==> src/rtl/hwg_pkg.sv <==
package hwg_pkg;

    localparam int KEY_LEN = 6;
    localparam int BYTE_W  = 8;

    localparam logic [BYTE_W-1:0] KEY_FIRST = 8'hAA;
    localparam logic [BYTE_W-1:0] LOCK_VAL  = 8'h00;

    typedef enum logic [2:0] {
        ST_SEEK0 = 3'd0,
        ST_SEEK1 = 3'd1,
        ST_SEEK2 = 3'd2,
        ST_SEEK3 = 3'd3,
        ST_SEEK4 = 3'd4,
        ST_SEEK5 = 3'd5,
        ST_OPEN  = 3'd6
    } unlock_state_e;

    // Key byte expected at a given position of the sequence.
    function automatic logic [BYTE_W-1:0] key_at(input int unsigned idx);
        logic [BYTE_W-1:0] b;
        case (idx)
            0:       b = 8'hAA;
            1:       b = 8'h55;
            2:       b = 8'h50;
            3:       b = 8'h41;
            4:       b = 8'h52;
            default: b = 8'h44;
        endcase
        return b;
    endfunction

endpackage

==> src/rtl/key_matcher.sv <==
module key_matcher
    import hwg_pkg::*;
#(
    parameter int                ADDR_W      = 8,
    parameter logic [ADDR_W-1:0] UNLOCK_ADDR = 8'h40
) (
    input  logic              clk,
    input  logic              rst_n,
    input  logic              wr_valid,
    input  logic [ADDR_W-1:0] wr_addr,
    input  logic [BYTE_W-1:0] wr_data,
    output logic              en_o
);

    localparam int LAST_IDX = KEY_LEN - 1;

    unlock_state_e state_q, state_d;
    logic          hit;
    logic          lock_req;

    assign hit      = wr_valid && (wr_addr == UNLOCK_ADDR);
    assign lock_req = hit && (wr_data == LOCK_VAL);

    // Where a mismatching byte sends the matcher.
    function automatic unlock_state_e restart_to(input logic [BYTE_W-1:0] b);
        return (b == KEY_FIRST) ? ST_SEEK1 : ST_SEEK0;
    endfunction

    // State register
    always_ff @(posedge clk or negedge rst_n) begin
        if (!rst_n) state_q <= ST_SEEK0;
        else        state_q <= state_d;
    end

    // Next-state logic
    always_comb begin
        state_d = state_q;
        if (hit) begin
            unique case (state_q)
                ST_SEEK0: state_d = (wr_data == key_at(0)) ? ST_SEEK1 : restart_to(wr_data);
                ST_SEEK1: state_d = (wr_data == key_at(1)) ? ST_SEEK2 : restart_to(wr_data);
                ST_SEEK2: state_d = (wr_data == key_at(2)) ? ST_SEEK3 : restart_to(wr_data);
                ST_SEEK3: state_d = (wr_data == key_at(3)) ? ST_SEEK4 : restart_to(wr_data);
                ST_SEEK4: state_d = (wr_data == key_at(4)) ? ST_SEEK5 : restart_to(wr_data);
                ST_SEEK5: state_d = (wr_data == key_at(LAST_IDX)) ? ST_OPEN : restart_to(wr_data);
                ST_OPEN:  state_d = (wr_data == LOCK_VAL) ? ST_SEEK0 : ST_OPEN;
                default:  state_d = ST_SEEK0;
            endcase
        end
    end

    // Output logic: completion and lock both act within the write cycle
    always_comb begin
        unique case (state_q)
            ST_OPEN:  en_o = !lock_req;
            ST_SEEK5: en_o = hit && (wr_data == key_at(LAST_IDX));
            default:  en_o = 1'b0;
        endcase
    end

    a_r3_lock_same_cycle: assert property (@(posedge clk) disable iff (!rst_n)
        lock_req |-> !en_o);

    a_r3_lock_after: assert property (@(posedge clk) disable iff (!rst_n)
        lock_req |=> !en_o);

    a_r1_open_holds: assert property (@(posedge clk) disable iff (!rst_n)
        (state_q == ST_OPEN && !lock_req) |=> (state_q == ST_OPEN));

    a_r5_progress_kept: assert property (@(posedge clk) disable iff (!rst_n)
        !hit |=> $stable(state_q));

    a_r2_enable_before_open: assert property (@(posedge clk) disable iff (!rst_n)
        $rose(state_q == ST_OPEN) |-> $past(en_o));

endmodule

==> src/rtl/ctl_flag_reg.sv <==
module ctl_flag_reg
    import hwg_pkg::*;
#(
    parameter int                ADDR_W    = 8,
    parameter logic [ADDR_W-1:0] REG_ADDR  = 8'h41,
    parameter logic [BYTE_W-1:0] SET_VAL   = 8'h20,
    parameter logic [BYTE_W-1:0] CLR_VAL   = 8'h00,
    parameter bit                CLEARABLE = 1'b1
) (
    input  logic              clk,
    input  logic              rst_n,
    input  logic              wr_valid,
    input  logic [ADDR_W-1:0] wr_addr,
    input  logic [BYTE_W-1:0] wr_data,
    output logic              flag_o
);

    logic hit, set_req, clr_req;

    assign hit     = wr_valid && (wr_addr == REG_ADDR);
    assign set_req = hit && (wr_data == SET_VAL);

    generate
        if (CLEARABLE) begin : g_clear
            assign clr_req = hit && (wr_data == CLR_VAL);
        end else begin : g_sticky
            assign clr_req = 1'b0;
        end
    endgenerate

    always_ff @(posedge clk or negedge rst_n) begin
        if (!rst_n)       flag_o <= 1'b0;
        else if (set_req) flag_o <= 1'b1;
        else if (clr_req) flag_o <= 1'b0;
    end

    a_r7_set_takes: assert property (@(posedge clk) disable iff (!rst_n)
        set_req |=> flag_o);

    a_r8_other_ignored: assert property (@(posedge clk) disable iff (!rst_n)
        !(set_req || clr_req) |=> $stable(flag_o));

endmodule

==> src/rtl/hw_write_guard.sv <==
module hw_write_guard
    import hwg_pkg::*;
#(
    parameter int                ADDR_W      = 8,
    parameter logic [ADDR_W-1:0] UNLOCK_ADDR = 8'h40,
    parameter logic [ADDR_W-1:0] IFRST_ADDR  = 8'h41,
    parameter logic [ADDR_W-1:0] PROC_ADDR   = 8'h42
) (
    input  logic              clk,
    input  logic              rst_n,
    input  logic              wr_valid,
    input  logic [ADDR_W-1:0] wr_addr,
    input  logic [7:0]        wr_data,
    output logic              write_enable,
    output logic              spi_if_reset,
    output logic              proc_cmd_mode,
    output logic              proc_halted
);

    key_matcher #(
        .ADDR_W(ADDR_W), .UNLOCK_ADDR(UNLOCK_ADDR)
    ) u_match (
        .clk(clk), .rst_n(rst_n), .wr_valid(wr_valid),
        .wr_addr(wr_addr), .wr_data(wr_data), .en_o(write_enable)
    );

    ctl_flag_reg #(
        .ADDR_W(ADDR_W), .REG_ADDR(IFRST_ADDR),
        .SET_VAL(8'h20), .CLR_VAL(8'h00), .CLEARABLE(1'b1)
    ) u_ifrst (
        .clk(clk), .rst_n(rst_n), .wr_valid(wr_valid),
        .wr_addr(wr_addr), .wr_data(wr_data), .flag_o(spi_if_reset)
    );

    ctl_flag_reg #(
        .ADDR_W(ADDR_W), .REG_ADDR(PROC_ADDR),
        .SET_VAL(8'hC0), .CLR_VAL(8'h00), .CLEARABLE(1'b0)
    ) u_cmdmode (
        .clk(clk), .rst_n(rst_n), .wr_valid(wr_valid),
        .wr_addr(wr_addr), .wr_data(wr_data), .flag_o(proc_cmd_mode)
    );

    ctl_flag_reg #(
        .ADDR_W(ADDR_W), .REG_ADDR(PROC_ADDR),
        .SET_VAL(8'h40), .CLR_VAL(8'h00), .CLEARABLE(1'b0)
    ) u_halt (
        .clk(clk), .rst_n(rst_n), .wr_valid(wr_valid),
        .wr_addr(wr_addr), .wr_data(wr_data), .flag_o(proc_halted)
    );

    a_r9_reset_quiet: assert property (@(posedge clk)
        !rst_n |=> !(spi_if_reset || proc_cmd_mode || proc_halted));

endmodule

==> config.mk <==
export PLATFORM = sky130hd
export DESIGN_NAME = hw_write_guard
export DESIGN_NICKNAME = d
export VERILOG_FILES = /design/src/rtl/hwg_pkg.sv /design/src/rtl/key_matcher.sv /design/src/rtl/ctl_flag_reg.sv /design/src/rtl/hw_write_guard.sv
export SDC_FILE = /design/constraint.sdc
export NUM_CORES = 1
export LEC_CHECK = 0
export ABC_AREA = 1
export BUFFER_PORTS_ARGS = -buffer_cell sky130_fd_sc_hd__buf_4
export CELL_PAD_IN_SITES_DETAIL_PLACEMENT = 2
export CELL_PAD_IN_SITES_GLOBAL_PLACEMENT = 2
export CORE_ASPECT_RATIO = 0.9
export CORE_MARGIN = 2
export CORE_UTILIZATION = 25
export DETAILED_ROUTE_END_ITERATION = 6
export GPL_TIMING_DRIVEN = 0
export PLACE_DENSITY = 0.84
export SYNTH_ARGS = -nofsm -noshare
export SYNTH_HDL_FRONTEND = slang
export SYNTH_SLANG_ARGS = --single-unit
==> constraint.sdc <==
create_clock -name clk -period 2.5 [get_ports clk]
set_input_delay 0.125 -clock clk [delete_from_list [all_inputs] [get_ports clk]]
set_output_delay 0.125 -clock clk [all_outputs]
set_load 0.01 [all_outputs]
==> results of run 1 <==
-- cell usage in the layout, fill, tap and decap left out, drive strengths merged --
| master | count |
|---|---|
| nand2 | 44 |
| buf | 22 |
| inv | 18 |
| nor2 | 18 |
| nand3 | 11 |
| dfrtp | 6 |
| nor3 | 6 |
| clkbuf | 3 |
| o21ai | 3 |
| a31o | 2 |
| or2 | 1 |
| a21oi | 1 |
| o21bai | 1 |
| nor4 | 1 |
| dlygate4sd3 | 1 |
-- state kept, by name, summed over array words and instances (netlist names) --
name,flops
u_ifrst.flag_o,1
u_cmdmode.flag_o,1
u_match.state_q,3
u_halt.flag_o,1
-- kinds of logic after synthesis --
kind of cell / synth area share [%]
and+or+nand+nor: 59.04
buffers and inverters: 10.39
AOI/OAI and AO/OA: 7.500
DFF: 23.08
-- final cells by class --
type                            count  area (sq um)
Fill cell                         321          1584
Multi-Input combinational cell     88         432.9
Timing Repair Buffer               23         175.2
Sequential cell                     6         150.1
Inverter                           18         67.56
Tap cell                           28         35.03
Clock buffer                        3         22.52
-- final timing paths --
check,startpoint,end,cells past startpoint
max reg2reg,u_match.state_q[0]$_DFFE_PN0N_,u_match.state_q[0]$_DFFE_PN0N_,9
min,rst_n,u_halt.flag_o$_DFFE_PN0P_,2
min reg2reg,u_halt.flag_o$_DFFE_PN0P_,u_halt.flag_o$_DFFE_PN0P_,1
min in group clk,wr_addr[2],u_ifrst.flag_o$_DFFE_PN0P_,6
max,u_match.state_q[2]$_DFFE_PN0N_,write_enable,5
max in group asynchronous,rst_n,u_match.state_q[1]$_DFFE_PN0N_,2
-- repair_timing --
action                    4_1_cts  5_1_grt
hold buffers                    1        0
buffers inserted                0        0
hold endpoints to repair        6        0
-- routing by layer --
layer / track usage, % / up-vias
met5: 0 / -
li1: - / 402
met2: 26.33 / 10
met3: 4.444 / 4
met1: 21.36 / 358
met4: 5.814 / 0
-- report_power, final --
part | internal, mW | switching [mW]
logic | 0.0276 | 0.0302
clock network | 0.0545 | 0.0377
registers | 0.0975 | 0.000144
-- per-stage QoR --
| step | hold WS [ns] | power [mW] | instances | cell area (sq um) |
|---|---|---|---|---|
| floorplan | -0.1706 | 0.1233 | 112 | 650.6 |
| global placement | -0.06140 | 0.1537 | 162 | 850.8 |
| detailed placement | -0.06045 | 0.1567 | 162 | 850.8 |
| CTS | 0.2034 | 0.2544 | 166 | 883.3 |
| global route | 0.2262 | 0.2670 | 166 | 883.3 |
| finish | 0.2217 | 0.2476 | 166 | 883.3 |
==> impl_metrics.env, run 1 <==
export IMPL_synth_edf_count=0
export IMPL_status="completed"
export IMPL_grt_pass1_wl_um=3719
export IMPL_vias_per_cell=4.663
export IMPL_wl_met1_um=961
export IMPL_postSynthNetCount=131
export IMPL_via_count=774
export IMPL_slew_violations=0
export IMPL_drive_gt1_share_pct=28.26
export IMPL_met2_length_um=1004
export IMPL_synth_area_leaders="nand2_1, dfrtp_1, inv_1, nor2_1, nand3_1"
export IMPL_dr_max_layer_used="met4"
export IMPL_rsz0062_at_grt="false"
export IMPL_die_area_sq_um=3027
export IMPL_grt_pass1_vias=807
export IMPL_postRouteAntennaNets=0
export IMPL_route_detailed_drc=0
export IMPL_overflow=0
export IMPL_core_area_sq_um=2467
export IMPL_skew_ns=0.00008465
export IMPL_gp_congestion=0.7705
export IMPL_worstSetupPathType="reg2out"
export IMPL_die_w_um=57.78
export IMPL_drt_iter0_markers=7
export IMPL_ys_warn_count=0
export IMPL_leakage_nw=0.4963
export IMPL_wl_met3_um=81
export IMPL_start_util_pct=26.37
export IMPL_synthArstFlopShare_pct=100.0
export IMPL_avgRoutedWirePerCell_um=12.52
export IMPL_synthCells=112
export IMPL_cp_num_buf_inv=2
export IMPL_cp_required_ns=2.38
export IMPL_setup_tns_ns=0
export IMPL_ioPinCount=23
export IMPL_syn_to_final_growth_pct=35.77
export IMPL_synth_area_sq_um=650.6
export IMPL_h_tree_depth=1
export IMPL_max_freq_mhz=660.9
export IMPL_yosysSeqAreaShare_pct=23.08
export IMPL_nets=159
export IMPL_dp_hpwl_um=1845
export IMPL_synth_top_area_share_pct=23.65
export IMPL_synthTopCellsByCount="nand2_1, inv_1, nor2_1"
export IMPL_finalCriticalPeriod_ns=1.513
export IMPL_synth_most_common_cell="nand2_1"
export IMPL_synth_top_cell_by_area="nand2_1"
export IMPL_synth_cell_types=20
export IMPL_finalWirelength_um=2078
export IMPL_grt_usage_pct=16.51
export IMPL_critPathLaunchType="register"
export IMPL_tightest_slew_ns=0.3259
export IMPL_hp_class="in2async"
export IMPL_port_buffer_count=22
export IMPL_cts_sinks=6
export IMPL_antenna_found_initial=0
export IMPL_cp_top_family="flip-flops"
export IMPL_synth_seq_cells=6
export IMPL_timing_final_ws_setup_ns=0.9870
export IMPL_num_antenna_cells=0
export IMPL_die_h_um=52.40
export IMPL_maxSlewHeadroom_pct=78.07
export IMPL_crit_arrival_ns=1.39
export IMPL_critPathSlowestCell="dfrtp_1"
export IMPL_ctsRootBufferMaster="clkbuf_4"
export IMPL_end_kind="output pin"
export IMPL_r2r_slack_ns=1.23
export IMPL_cp_max_fo=6
export IMPL_path_cells="inv_2 -> nor3_2 -> nand3_1 -> o21bai_1 -> buf_4"
export IMPL_cts_tree="yes"
export IMPL_peakVddDrop_mv=0.2678
export IMPL_cellPowerDensity_nw_per_um2=280.3
export IMPL_cap_violations=0
export IMPL_cts_buffers=3
export IMPL_ys_flop_type="dfrtp_1"
export IMPL_finalHoldViolCount=0
export IMPL_clk_pin_slew_ns=0.05
export IMPL_cts_buffer_depth=2
export IMPL_dr_pass1_iters=2
export IMPL_worstSkewPairLatency_ns=0.25
export IMPL_num_rows=17
export IMPL_fin_crit_sh_pct=60.52
export IMPL_finalSetupViolCount=0
export IMPL_synth_avg_cell_area_sq_um=5.809
export IMPL_post_place_ws_ns=1.196
export IMPL_grt_max_degree=8
export IMPL_cpPeakStageDelay_ns=0.45
export IMPL_cts_resized=0
export IMPL_postLayoutCoreUtil_pct=35.80
(Power assumes the default switching activity.)
==> inputs of run 2 (changes only) <==
--- a/config.mk
+++ b/config.mk
@@ -11,10 +11,10 @@
 export CELL_PAD_IN_SITES_GLOBAL_PLACEMENT = 2
 export CORE_ASPECT_RATIO = 0.9
 export CORE_MARGIN = 2
-export CORE_UTILIZATION = 25
+export CORE_UTILIZATION = 23
 export DETAILED_ROUTE_END_ITERATION = 6
 export GPL_TIMING_DRIVEN = 0
-export PLACE_DENSITY = 0.84
+export PLACE_DENSITY = 0.79
 export SYNTH_ARGS = -nofsm -noshare
 export SYNTH_HDL_FRONTEND = slang
 export SYNTH_SLANG_ARGS = --single-unit
==> constraint.sdc (replaced) <==
create_clock -name clk -period 1.5 [get_ports clk]
set_input_delay 0.075 -clock clk [delete_from_list [all_inputs] [get_ports clk]]
set_output_delay 0.075 -clock clk [all_outputs]
set_load 0.01 [all_outputs]
==> impl_metrics.env, run 2 (synthesis results as in run 1) <==
export IMPL_status="completed"
export IMPL_postRouteAntennaNets=0
export IMPL_max_freq_mhz=705.3
export IMPL_grt_pass1_vias=801
export IMPL_postLayoutCoreUtil_pct=34.57
export IMPL_fin_crit_sh_pct=94.52
export IMPL_leakage_nw=0.5148
export IMPL_antenna_found_initial=0
export IMPL_avgRoutedWirePerCell_um=12.24
export IMPL_crit_arrival_ns=1.34
export IMPL_hp_class="in2async"
export IMPL_nets=163
export IMPL_fin_hold_ws_ns=0.1764
export IMPL_post_place_ws_ns=0.2419
export IMPL_num_rows=18
export IMPL_drt_iter0_markers=12
export IMPL_start_util_pct=23.88
export IMPL_cts_sinks=6
export IMPL_skew_ns=0.0001689
export IMPL_power_mw=0.4060
export IMPL_dr_pass1_iters=4
export IMPL_ioPinCount=23
export IMPL_cts_buffer_depth=2
export IMPL_finalWirelength_um=2228
export IMPL_worstSkewPairLatency_ns=0.24
export IMPL_finalCriticalPeriod_ns=1.418
export IMPL_die_h_um=54.46
export IMPL_regMostFlops="u_match.state_q"
export IMPL_drive_gt1_share_pct=32.39
export IMPL_die_area_sq_um=3271
export IMPL_clk_pin_slew_ns=0.04
export IMPL_final_seq_area_sq_um=152.6
export IMPL_grt_pass1_wl_um=3519
export IMPL_grt_usage_pct=14.39
export IMPL_h_tree_depth=1
export IMPL_cap_violations=0
export IMPL_critPathLaunchType="register"
export IMPL_grt_max_degree=8
export IMPL_via_count=806
export IMPL_ctsRootBufferMaster="clkbuf_4"
export IMPL_fin_area_sq_um=942.2
export IMPL_finalSetupViolCount=0
export IMPL_multiInputGateArea_sq_um=444.2
export IMPL_route_detailed_drc=0
export IMPL_timing_final_ws_setup_ns=0.08223
export IMPL_final_common_cell="nand2_1"
export IMPL_tightest_slew_ns=0.3445
export IMPL_cts_tree="yes"
export IMPL_dp_cells=174
export IMPL_gp_congestion=0.6880
export IMPL_finalHoldViolCount=0
export IMPL_setup_tns_ns=0
export IMPL_syn_to_final_growth_pct=44.81
export IMPL_num_antenna_cells=0
export IMPL_fill_cells=336
export IMPL_worstSetupPathType="reg2out"
export IMPL_dp_hpwl_um=1851
export IMPL_vias_per_cell=4.429
export IMPL_place_area_sq_um=865.8
export IMPL_largest_reg_flops=3
export IMPL_port_buffer_count=22
export IMPL_cellPowerDensity_nw_per_um2=430.9
export IMPL_cp_max_fo=4
export IMPL_final_cells=182
export IMPL_end_kind="output pin"
export IMPL_maxSlewHeadroom_pct=76.82
export IMPL_mostFrequentLayoutCells="nand2_1, buf_4, inv_1"
export IMPL_cp_required_ns=1.42
export IMPL_die_w_um=60.07
export IMPL_cts_buffers=3
export IMPL_peakVddDrop_mv=0.3108
export IMPL_slew_violations=0
export IMPL_overflow=0
export IMPL_core_area_sq_um=2725
-- run 2: path summary, 6_finish.rpt --
check / start / to / slack [ns] / cells past startpoint
worst max-delay path: u_match.state_q[0]$_DFFE_PN0N_ / write_enable / 0.08 / 5
worst min-delay path: rst_n / u_match.state_q[2]$_DFFE_PN0N_ / 0.18 / 2
worst max register to register: u_match.state_q[1]$_DFFE_PN0N_ / u_match.state_q[0]$_DFFE_PN0N_ / 0.15 / 8
worst min register to register: u_cmdmode.flag_o$_DFFE_PN0P_ / u_cmdmode.flag_o$_DFFE_PN0P_ / 0.47 / 1
max in group asynchronous: rst_n / u_match.state_q[1]$_DFFE_PN0N_ / 1.19 / 2
min in group clk: wr_valid / u_match.state_q[2]$_DFFE_PN0N_ / 0.24 / 4
-- run 2: cell type report --
type / instances / area share, %
Clock buffer: 3 / 2.390
Sequential cell: 6 / 16.20
Inverter: 18 / 7.171
Multi-Input combinational cell: 88 / 47.14
Tap cell: 40 / 5.312
Timing Repair Buffer: 27 / 21.78
-- run 2: power by group --
group          switching [mW]  internal [mW]  total [mW]
Sequential           0.000209          0.163       0.163
Combinational          0.0509         0.0462      0.0971
Clock                  0.0557         0.0903       0.146
-- run 2: routing by layer --
metal / wire length [um] / vias up / track usage [%]
li1: - / 410 / -
met1: 1022 / 382 / 18.50
met2: 1115 / 14 / 24.82
met3: 90 / 0 / 4.255
met4: 0 / 0 / 1.111
met5: 0 / - / 0
-- run 2: critical path, cell delays in order (launching register included) --
cell and delay (ns):
dfrtp_1 0.40, inv_1 0.16, nand3_1 0.13, a21oi_1 0.14
o21bai_1 0.13, buf_4 0.14
-- run 2: what timing repair did --
item                                    CTS  global route
hold endpoints to repair                  6             0
resized for setup                         1             3
endpoints found under the setup margin    1             1
setup buffers                             0             4
hold buffers                              1             0
